### config.mk
export PLATFORM = sky130hd
export DESIGN_NAME = irq_prio_ctrl
export DESIGN_NICKNAME = d
export VERILOG_FILES = /design/src/rtl/irq_pkg.sv /design/src/rtl/irq_flags.sv /design/src/rtl/irq_arbiter.sv /design/src/rtl/irq_gate.sv /design/src/rtl/irq_entry_timer.sv /design/src/rtl/irq_prio_ctrl.sv
export SDC_FILE = /design/constraint.sdc
export NUM_CORES = 1
export LEC_CHECK = 0
export CORE_MARGIN = 5
export CORE_UTILIZATION = 41
export CTS_CLUSTER_SIZE = 24
export DETAILED_ROUTE_END_ITERATION = 8
export GPL_TIMING_DRIVEN = 0
export PLACE_DENSITY_LB_ADDON = 0.05
export SLEW_MARGIN = 0
export SYNTH_ARGS = -nofsm -noshare
export SYNTH_HDL_FRONTEND = slang
export SYNTH_SLANG_ARGS = --single-unit
export TNS_END_PERCENT = 50
### constraint.sdc
create_clock -name clk_i -period 2.2 [get_ports clk_i]
set_input_delay 0.33 -clock clk_i [delete_from_list [all_inputs] [get_ports clk_i]]
set_output_delay 0.33 -clock clk_i [all_outputs]
set_load 0.03 [all_outputs]
### src/rtl/irq_pkg.sv
package irq_pkg;
  typedef enum logic {
    ENT_IDLE = 1'b0,
    ENT_PUSH = 1'b1
  } ent_state_e;
endpackage

### src/rtl/irq_flags.sv
module irq_flags #(
  parameter int unsigned N_SRC = 10,
  parameter logic [N_SRC-1:0] FLAG_MASK = '1
) (
  input  logic             clk_i,
  input  logic             rst_ni,
  input  logic [N_SRC-1:0] req_i,
  input  logic [N_SRC-1:0] clr_i,
  input  logic [N_SRC-1:0] ack_clr_i,
  output logic [N_SRC-1:0] flag_o,
  output logic [N_SRC-1:0] pend_o
);
  for (genvar i = 0; i < N_SRC; i++) begin : g_src
    if (FLAG_MASK[i]) begin : g_flag
      logic flag_q;
      always_ff @(posedge clk_i or negedge rst_ni) begin
        if (!rst_ni)                       flag_q <= 1'b0;
        else if (req_i[i])                 flag_q <= 1'b1;
        else if (clr_i[i] || ack_clr_i[i]) flag_q <= 1'b0;
      end
      assign flag_o[i] = flag_q;
      assign pend_o[i] = flag_q;

      assert_ack_clear_R5: assert property (@(posedge clk_i) disable iff (!rst_ni)
        (ack_clr_i[i] && !req_i[i]) |=> !flag_q);
      assert_sticky_R6: assert property (@(posedge clk_i) disable iff (!rst_ni)
        (flag_q && !clr_i[i] && !ack_clr_i[i]) |=> flag_q);
    end else begin : g_level
      assign flag_o[i] = 1'b0;
      assign pend_o[i] = req_i[i];
    end
  end
endmodule

### src/rtl/irq_arbiter.sv
module irq_arbiter #(
  parameter int unsigned N_SRC = 10,
  localparam int unsigned SRC_W = (N_SRC > 1) ? $clog2(N_SRC) : 1
) (
  input  logic [N_SRC-1:0] act_i,
  output logic             any_o,
  output logic [SRC_W-1:0] sel_o,
  output logic [N_SRC-1:0] grant_o
);
  always_comb begin
    sel_o   = '0;
    grant_o = '0;
    for (int i = N_SRC - 1; i >= 0; i--) begin
      if (act_i[i]) begin
        sel_o   = SRC_W'(i);
        grant_o = N_SRC'(1) << i;
      end
    end
  end
  assign any_o = |act_i;
endmodule

### src/rtl/irq_gate.sv
module irq_gate (
  input  logic clk_i,
  input  logic rst_ni,
  input  logic sei_i,
  input  logic cli_i,
  input  logic reti_i,
  input  logic retire_i,
  input  logic busy_i,
  input  logic entry_busy_i,
  input  logic fire_i,
  output logic gie_o,
  output logic take_ok_o
);
  logic gie_q, hold_q;

  always_ff @(posedge clk_i or negedge rst_ni) begin
    if (!rst_ni) begin
      gie_q  <= 1'b0;
      hold_q <= 1'b0;
    end else begin
      if (cli_i)                gie_q <= 1'b0;
      else if (fire_i)          gie_q <= 1'b0;
      else if (sei_i || reti_i) gie_q <= 1'b1;
      if (sei_i || reti_i)      hold_q <= 1'b1;
      else if (retire_i)        hold_q <= 1'b0;
    end
  end

  assign gie_o     = gie_q;
  assign take_ok_o = gie_q & ~hold_q & ~cli_i & ~busy_i & ~entry_busy_i;

  assert_cli_clears_R4: assert property (@(posedge clk_i) disable iff (!rst_ni)
    cli_i |=> !gie_q);
  assert_ack_clears_R4: assert property (@(posedge clk_i) disable iff (!rst_ni)
    fire_i |=> !gie_q);
  assert_hold_after_set_R8: assert property (@(posedge clk_i) disable iff (!rst_ni)
    (sei_i || reti_i) |=> !take_ok_o);
endmodule

### src/rtl/irq_entry_timer.sv
module irq_entry_timer
  import irq_pkg::*;
#(
  parameter int unsigned VEC_W     = 4,
  parameter int unsigned PUSH_CYC  = 4,
  parameter int unsigned WAKE_CYC  = 4,
  localparam int unsigned CNT_W    = $clog2(PUSH_CYC + WAKE_CYC + 1)
) (
  input  logic             clk_i,
  input  logic             rst_ni,
  input  logic             start_i,
  input  logic             sleep_i,
  input  logic [VEC_W-1:0] vec_i,
  output logic             busy_o,
  output logic             fetch_o,
  output logic [VEC_W-1:0] vec_o
);
  ent_state_e st_q;
  logic [CNT_W-1:0] cnt_q;
  logic [VEC_W-1:0] vec_q;

  always_ff @(posedge clk_i or negedge rst_ni) begin
    if (!rst_ni) begin
      st_q  <= ENT_IDLE;
      cnt_q <= '0;
      vec_q <= '0;
    end else if (start_i) begin
      st_q  <= ENT_PUSH;
      cnt_q <= sleep_i ? CNT_W'(PUSH_CYC + WAKE_CYC) : CNT_W'(PUSH_CYC);
      vec_q <= vec_i;
    end else if (st_q == ENT_PUSH) begin
      if (cnt_q == '0) st_q <= ENT_IDLE;
      else             cnt_q <= cnt_q - 1'b1;
    end
  end

  assign busy_o  = (st_q == ENT_PUSH);
  assign fetch_o = (st_q == ENT_PUSH) && (cnt_q == '0);
  assign vec_o   = vec_q;

  assert_fetch_single_R11: assert property (@(posedge clk_i) disable iff (!rst_ni)
    fetch_o |=> !fetch_o);
  assert_no_early_fetch_R11: assert property (@(posedge clk_i) disable iff (!rst_ni)
    start_i |=> !fetch_o);
endmodule

### src/rtl/irq_prio_ctrl.sv
module irq_prio_ctrl #(
  parameter int unsigned N_SRC = 10,
  parameter logic [N_SRC-1:0] FLAG_MASK = 10'b11_1101_1011,
  parameter int unsigned PUSH_CYC = 4,
  parameter int unsigned WAKE_CYC = 4,
  localparam int unsigned SRC_W = (N_SRC > 1) ? $clog2(N_SRC) : 1,
  localparam int unsigned VEC_W = $clog2(N_SRC + 1)
) (
  input  logic             clk_i,
  input  logic             rst_ni,
  input  logic [N_SRC-1:0] req_i,
  input  logic [N_SRC-1:0] en_i,
  input  logic [N_SRC-1:0] flag_clr_i,
  input  logic             sei_i,
  input  logic             cli_i,
  input  logic             reti_i,
  input  logic             retire_i,
  input  logic             busy_i,
  input  logic             sleep_i,
  input  logic             ack_i,
  output logic             take_o,
  output logic [VEC_W-1:0] vec_o,
  output logic             fetch_o,
  output logic             gie_o,
  output logic [N_SRC-1:0] flags_o
);
  logic [N_SRC-1:0] pend, grant, ack_clr;
  logic [SRC_W-1:0] sel;
  logic [VEC_W-1:0] win_vec, ent_vec;
  logic any, take_ok, fire, ent_busy;

  assign fire    = ack_i & take_o;
  assign ack_clr = fire ? grant : '0;

  irq_flags #(.N_SRC(N_SRC), .FLAG_MASK(FLAG_MASK)) u_flags (
    .clk_i, .rst_ni, .req_i, .clr_i(flag_clr_i), .ack_clr_i(ack_clr),
    .flag_o(flags_o), .pend_o(pend)
  );

  irq_arbiter #(.N_SRC(N_SRC)) u_arb (
    .act_i(pend & en_i), .any_o(any), .sel_o(sel), .grant_o(grant)
  );

  irq_gate u_gate (
    .clk_i, .rst_ni, .sei_i, .cli_i, .reti_i, .retire_i, .busy_i,
    .entry_busy_i(ent_busy), .fire_i(fire), .gie_o, .take_ok_o(take_ok)
  );

  assign win_vec = VEC_W'(sel) + VEC_W'(1);

  irq_entry_timer #(.VEC_W(VEC_W), .PUSH_CYC(PUSH_CYC), .WAKE_CYC(WAKE_CYC)) u_ent (
    .clk_i, .rst_ni, .start_i(fire), .sleep_i, .vec_i(win_vec),
    .busy_o(ent_busy), .fetch_o, .vec_o(ent_vec)
  );

  assign take_o = any & take_ok;
  assign vec_o  = ent_busy ? ent_vec : win_vec;

  assert_take_not_in_entry_R11: assert property (@(posedge clk_i) disable iff (!rst_ni)
    fire |=> !take_o);
  assert_vec_nonzero_R2: assert property (@(posedge clk_i) disable iff (!rst_ni)
    take_o |-> (vec_o != '0));
endmodule

==> results of run 1 <==
cell type report:
class | instances | area, µm² | area share [%]
repair buffers | 64 | 609 | 31.1
well taps | 31 | 38.8 | 1.98
inverters | 12 | 45.0 | 2.30
clock buffers | 3 | 22.5 | 1.15
flip-flops and latches | 19 | 475 | 24.2
clock inverters | 1 | 7.51 | 0.383
multi-input cells | 88 | 661 | 33.7
plain buffers | 13 | 103 | 5.23
synth_stat cells (2+ instances only):
| cell type | instances |
|---|---|
| a21oi_1 | 13 |
| a22o_1 | 3 |
| a22oi_2 | 3 |
| a311oi_1 | 2 |
| a31o_1 | 2 |
| a31oi_1 | 2 |
| and3_1 | 2 |
| buf_4 | 10 |
| buf_6 | 2 |
| dfrtp_1 | 19 |
| ha_1 | 2 |
| inv_1 | 12 |
| mux2_1 | 3 |
| mux2_2 | 2 |
| mux2i_1 | 2 |
| nand2_1 | 19 |
| nor2_1 | 5 |
| nor3_1 | 4 |
| or2_1 | 3 |
| xnor2_1 | 3 |
layer usage:
layer | global-route usage, % | wire length [µm] | up-vias
li1 | - | - | 585
met1 | 17.9 | 1350 | 541
met2 | 29.1 | 1790 | 40
met3 | 4.84 | 223 | 6
met4 | 4.22 | 51 | 0
met5 | 0 | 0 | -
timing repair:
action	in CTS	in global routing
setup buffers	5	8
resized for setup	35	23
setup endpoints to repair	5	6
pin swaps	5	8
cells by family (layout without fill, tap and decap cells):
| logic type | Yosys count | count (layout) | share of synthesized area (%) |
|---|---|---|---|
| buffers and inverters | 25 | 93 | 12.1 |
| DFF | 19 | 19 | 39.1 |
| other | 1 | 2 | 0.308 |
| AOI/OAI and AO/OA | 32 | 32 | 19.5 |
| adders and majority gates | 2 | 2 | 2.06 |
| xor gates and xnor gates | 4 | 4 | 2.88 |
| muxes | 7 | 7 | 6.28 |
| and+or+nand+nor | 41 | 41 | 17.7 |
power by group through the flow:
| stage | registers (mW) | clock network (mW) | logic, mW |
|---|---|---|---|
| 5_1_grt | 0.485 | 0.214 | 0.690 |
| 2_1_floorplan | 0.472 | 0 | 0.364 |
| 4_1_cts | 0.474 | 0.196 | 0.591 |
| 3_5_place_dp | 0.482 | 0 | 0.570 |
| 6_report | 0.475 | 0.188 | 0.640 |
| 3_3_place_gp | 0.477 | 0 | 0.550 |
registers in the layout, summed over array words and instances (netlist names):
signal,cells
u_flags.g_src.g_flag.flag_q,8
u_ent.vec_o,4
u_gate.hold_q,1
u_ent.busy_o,1
u_ent.cnt_q,4
u_gate.gie_o,1
through the flow:
| stage | utilization, % | hold WS (ns) |
|---|---|---|
| 3_3_place_gp | 63.1 | 0.462 |
| 3_5_place_dp | 63.1 | 0.476 |
| 2_1_floorplan | - | 0.0344 |
| 6_report | 69.9 | 0.437 |
| 4_1_cts | 65.9 | 0.507 |
| 5_1_grt | 69.9 | 0.430 |
tightest hold or removal path, delay by kind of cell:
| family | cells | cell delay, ns |
|---|---|---|
| AOI/OAI and AO/OA | 1 | 0.13 |
| buffers and inverters | 1 | 0.17 |
| and+or+nand+nor | 1 | 0.08 |
worst paths after layout:
kind                                                             from                                    endpoint  slack [ns]  cells past startpoint
setup / recovery           u_flags.g_src[7].g_flag.flag_q$_DFFE_PN0P_                                    vec_o[2]       -0.27                      8
max in group asynchronous                                      rst_ni  u_flags.g_src[7].g_flag.flag_q$_DFFE_PN0P_        1.14                      1
min in group asynchronous                                      rst_ni                  u_ent.vec_o[3]$_DFFE_PN0P_        0.52                      1
setup reg to reg           u_flags.g_src[7].g_flag.flag_q$_DFFE_PN0P_                  u_ent.vec_o[2]$_DFFE_PN0P_        0.28                      8
hold reg to reg                            u_ent.vec_o[1]$_DFFE_PN0P_                  u_ent.vec_o[1]$_DFFE_PN0P_        0.50                      1
hold / removal                                                en_i[0]  u_flags.g_src[0].g_flag.flag_q$_DFFE_PN0P_        0.44                      3
==> impl_metrics.ini, run 1 <==
[synth]
syn_area_per_cell_um2 = 9.28
synth_flop_cell = dfrtp_1
synth_top_area_share_pct = 39.1
synth_top_area_cell = dfrtp_1
ys_types = 38
synth_warnings = 0
synth_edf_count = 0
syn_inst = 131
yosysSeqAreaShare_pct = 39.1
ys_top_cells_by_area = dfrtp_1 (39%), buf_4 (6.2%), nand2_1 (5.9%)
yosys_register_bits = 19
async_flop_share_pct = 100
synth_area_um2 = 1220

[drt]
drcViolationCount = 0
avgViaCountPerCell = 5.07
drt_iter0_markers = 23
ant_nets = 0
vias = 1172
wl_per_cell_um = 14.8
firstDrtPassIters = 4
wirelength_um = 3410

[sta]
fmax_ghz = 0.404
slew_violations = 0
tightest_slew_ns = 0.896
slew_headroom_pct = 40.1
rsz0062_at_grt = true
finalSetupTns_ns = -0.547
worst_slack_ns = -0.273
post-route-period-util_pct = 112
fin_crit_ns = 2.47
fin_skew_ns = 0.00508
hold_viol = 0
finalSetupViolCount = 3

[critical_path]
slowest_delay_ns = 0.40
crit_arrival_ns = 2.14
crit_buf_inv = 1
crit_required_ns = 1.87
end_kind = output pin
crit_slowest_cell = dfrtp_1
cp_top_family = compound AO/OA/AOI/OAI gates
critPathLaunchType = flip-flop
worstPathMaxFanout = 3
worst-setup-path-type = reg2out
path_cells = a22o_1 > a31oi_1 > o311a_1 > a21oi_2 > ha_4 > xnor2_2 > mux2_4 > buf_6

[run]
maxCapViolCount = 0

[cells_and_area]
syn_to_final_growth_pct = 61.3
final_common_cell = clkdlybuf4s50_1
final_area_um2 = 1960
fin_cells = 231
drive_gt1_share_pct = 26.5
final_cell_mix = clkdlybuf4s50_1 (35), buf_4 (24), dfrtp_1 (19), nand2_1 (17), inv_1 (12)
fill_cells = 229
diodes = 0
fin_nets = 242

[placed_design]
placed_area_um2 = 1770
place_congestion = 0.830
dp_slack_ns = -0.990
dp.cells = 214
portBuffers = 51
dp_hpwl_um = 2420

[status]
violations = negative setup slack
outcome = finished with violations

[grt]
grt_max_degree = 20
overflow = 0
grt_pass1_vias = 1217
grt_usage_pct = 15.9
grt_antenna_before_repair = 0
grt_pass1_wl_um = 5290

[power_and_ir_drop]
p_int_mw = 0.816
peakVddDrop_mv = 0.760
power_switching_mw = 0.487
seqPwrFrac_pct = 36.4
clockPowerShare_pct = 14.4
p_leak_nw = 0.962
switching_share_pct = 37.4
p_per_area_nw_per_um2 = 664
finalPower_mw = 1.30
combPwrFrac_pct = 49.1

[clocking]
hold_buffers = 0
cts_made_buffers = 3
cts-root-buf = clkbuf_4
htreeDepth = 1
insertion_delay_ns = 0.30
clock_path_buffers = 2
cts_tree = yes
clock_sinks = 19
path_clk_slew_ns = 0.12

[floorplan]
coreArea_um2 = 2810
die-area_um2 = 4160
rows = 19
start_util_pct = 43.4
die_x_um = 64.5
die_h_um = 64.5
boundaryPins = 56

[worst_hold_path]
hold_path.class = in2reg
Power figures use the tool's default switching activity.
==> run 2: changes to the inputs <==
- CTS_CLUSTER_SIZE: 24 -> 12
==> results of run 2 <==
No change in the layout: final DEF, timing and power equal those of run 1.
==> run 3: changes to the inputs <==
==> constraint.sdc (replaced) <==
create_clock -name clk_i -period 2.2 [get_ports clk_i]
set_input_delay 0.44 -clock clk_i [delete_from_list [all_inputs] [get_ports clk_i]]
set_output_delay 0.44 -clock clk_i [all_outputs]
set_load 0.03 [all_outputs]
==> run 3 against run 2 <==
The flow still finishes with violations (negative setup slack); flip-flop and latch count is the same; sequential share of layout area is essentially flat; combinational power is essentially flat; die area is the same; clock power is essentially flat; via count grew 0.26%; register-to-register slack gained 0.02 ns; non-clock buffer count grew 3; utilization grew 0.18 points; critical endpoint unchanged; largest cell class unchanged; highest routed layer unchanged.
==> impl_metrics.ini, run 3 (synthesis results as in run 1) <==
[cells_and_area]
fin_nets = 245
final_common_cell = clkdlybuf4s50_1
fin_cells = 234
drive_gt1_share_pct = 27.1
final_cell_mix = clkdlybuf4s50_1 (33), buf_4 (27), dfrtp_1 (18), nand2_1 (17), inv_1 (12)
top_register = u_flags.g_src.g_flag.flag_q
largest_reg_flops = 8
diodes = 0
fill_cells = 217
syn_to_final_growth_pct = 61.7
postLayoutCoreUtil_pct = 70.1
final_area_um2 = 1970

[power_and_ir_drop]
p_int_mw = 0.817
seqPwrFrac_pct = 36.4
p_per_area_nw_per_um2 = 664
clockPowerShare_pct = 14.6
p_leak_nw = 0.932
peakVddDrop_mv = 0.775
power_switching_mw = 0.489
combPwrFrac_pct = 48.9
switching_share_pct = 37.4

[floorplan]
die_h_um = 64.5
rows = 19
die-area_um2 = 4160
boundaryPins = 56
start_util_pct = 43.4
die_x_um = 64.5
coreArea_um2 = 2810

[status]
violations = negative setup slack
outcome = finished with violations

[critical_path]
crit_arrival_ns = 2.13
critPathLaunchType = flip-flop
crit_slowest_cell = dfrtp_1
worst-setup-path-type = reg2out
slowest_delay_ns = 0.44
path_cells = nand2_2 > a21oi_1 > o311a_1 > a21oi_2 > ha_4 > xnor2_2 > mux2_4 > buf_6
worstPathMaxFanout = 4
end_kind = output pin
crit_required_ns = 1.76

[sta]
slew_violations = 0
fin_skew_ns = 0.00676
hold_viol = 0
post-route-period-util_pct = 117
fin_crit_ns = 2.57
fmax_ghz = 0.389
whs_ns = 0.505
rsz0062_at_grt = true
worst_slack_ns = -0.369
finalSetupViolCount = 5
slew_headroom_pct = 40.4
tightest_slew_ns = 0.891

[drt]
wirelength_um = 3430
avgViaCountPerCell = 5.02
drcViolationCount = 0
vias = 1175
ant_nets = 0
wl_per_cell_um = 14.7
firstDrtPassIters = 4
drt_iter0_markers = 17

[placed_design]
dp_hpwl_um = 2420
dp_slack_ns = -1.21
place_congestion = 0.830
placed_area_um2 = 1770
dp.cells = 214
portBuffers = 51

[clocking]
insertion_delay_ns = 0.31
clock_path_buffers = 2
clock_sinks = 19
cts_made_buffers = 3
path_clk_slew_ns = 0.12
cts_tree = yes
htreeDepth = 1
cts-root-buf = clkbuf_4

[run]
maxCapViolCount = 0

[grt]
grt-busiest-layer = met2
grt.met1_usage_pct = 18.7
use_met3_pct = 5.18
grt_pass1_vias = 1220
grt_usage_pct = 16.5
overflow = 0
grt_pass1_wl_um = 5490
grt_max_degree = 20
grt.met2_usage_pct = 30.2
grt_antenna_before_repair = 0

[worst_hold_path]
hold_path.class = reg2reg
[run 3: power by group through the flow]
stage | logic, mW | clock network, mW | registers [mW]
2_1_floorplan | 0.364 | 0 | 0.472
3_3_place_gp | 0.550 | 0 | 0.477
3_5_place_dp | 0.570 | 0 | 0.482
4_1_cts | 0.608 | 0.196 | 0.475
5_1_grt | 0.688 | 0.211 | 0.485
6_report | 0.639 | 0.191 | 0.476
[run 3: timing repair]
| action | CTS | global route |
|---|---|---|
| pin swaps | 10 | 7 |
| hold buffers | 0 | 0 |
| setup endpoints to repair | 6 | 5 |
| setup buffers | 9 | 7 |
| gates resized for setup | 56 | 3 |
[run 3: worst paths after layout]
kind                                                            startpoint                                         end  slack, ns  depth (start not counted)
max in group asynchronous                                           rst_ni  u_flags.g_src[0].g_flag.flag_q$_DFFE_PN0P_       0.98                          1
worst min-delay path                            u_ent.vec_o[1]$_DFFE_PN0P_                  u_ent.vec_o[1]$_DFFE_PN0P_       0.51                          1
worst min register to register                  u_ent.vec_o[1]$_DFFE_PN0P_                  u_ent.vec_o[1]$_DFFE_PN0P_       0.51                          1
min in group asynchronous                                           rst_ni                  u_ent.vec_o[3]$_DFFE_PN0P_       0.62                          1
worst max-delay path            u_flags.g_src[6].g_flag.flag_q$_DFFE_PN0P_                                    vec_o[2]      -0.37                          8
worst max register to register  u_flags.g_src[6].g_flag.flag_q$_DFFE_PN0P_                  u_ent.vec_o[2]$_DFFE_PN0P_       0.30                          8
[run 3: routing by layer]
metal | wire (µm) | vias to the layer above
li1 | - | 589
met1 | 1400 | 544
met2 | 1780 | 38
met3 | 218 | 4
met4 | 33 | 0
met5 | 0 | -
[run 3: metrics by stage]
step / TNS, ns / total power [mW]
after floorplan: 0 / 0.837
after global placement: -4.86 / 1.03
after detailed placement: -5.04 / 1.05
after CTS: -0.913 / 1.28
after global routing: -1.56 / 1.38
final: -1.02 / 1.31
[run 3: area by class of cell]
class | count | area (µm²) | share of cell area [%]
multi-input cells | 88 | 653 | 33.2
well taps | 31 | 38.8 | 1.97
clock inverters | 1 | 7.51 | 0.382
inverters | 12 | 45.0 | 2.29
repair buffers | 67 | 621 | 31.6
plain buffers | 13 | 103 | 5.22
clock buffers | 3 | 22.5 | 1.15
flip-flops and latches | 19 | 477 | 24.2
[run 3: critical path: cells and delay by family (launching register included)]
kind                     cells  cell delay [ns]
buffers and inverters        1             0.14
multiplexers                 1             0.29
flip-flops                   1             0.44
AO/OA/AOI/OAI                3             0.61
AND/OR/NAND/NOR              1             0.09
XOR/XNOR                     1             0.07
adder cells (fa/ha/maj)      1             0.17
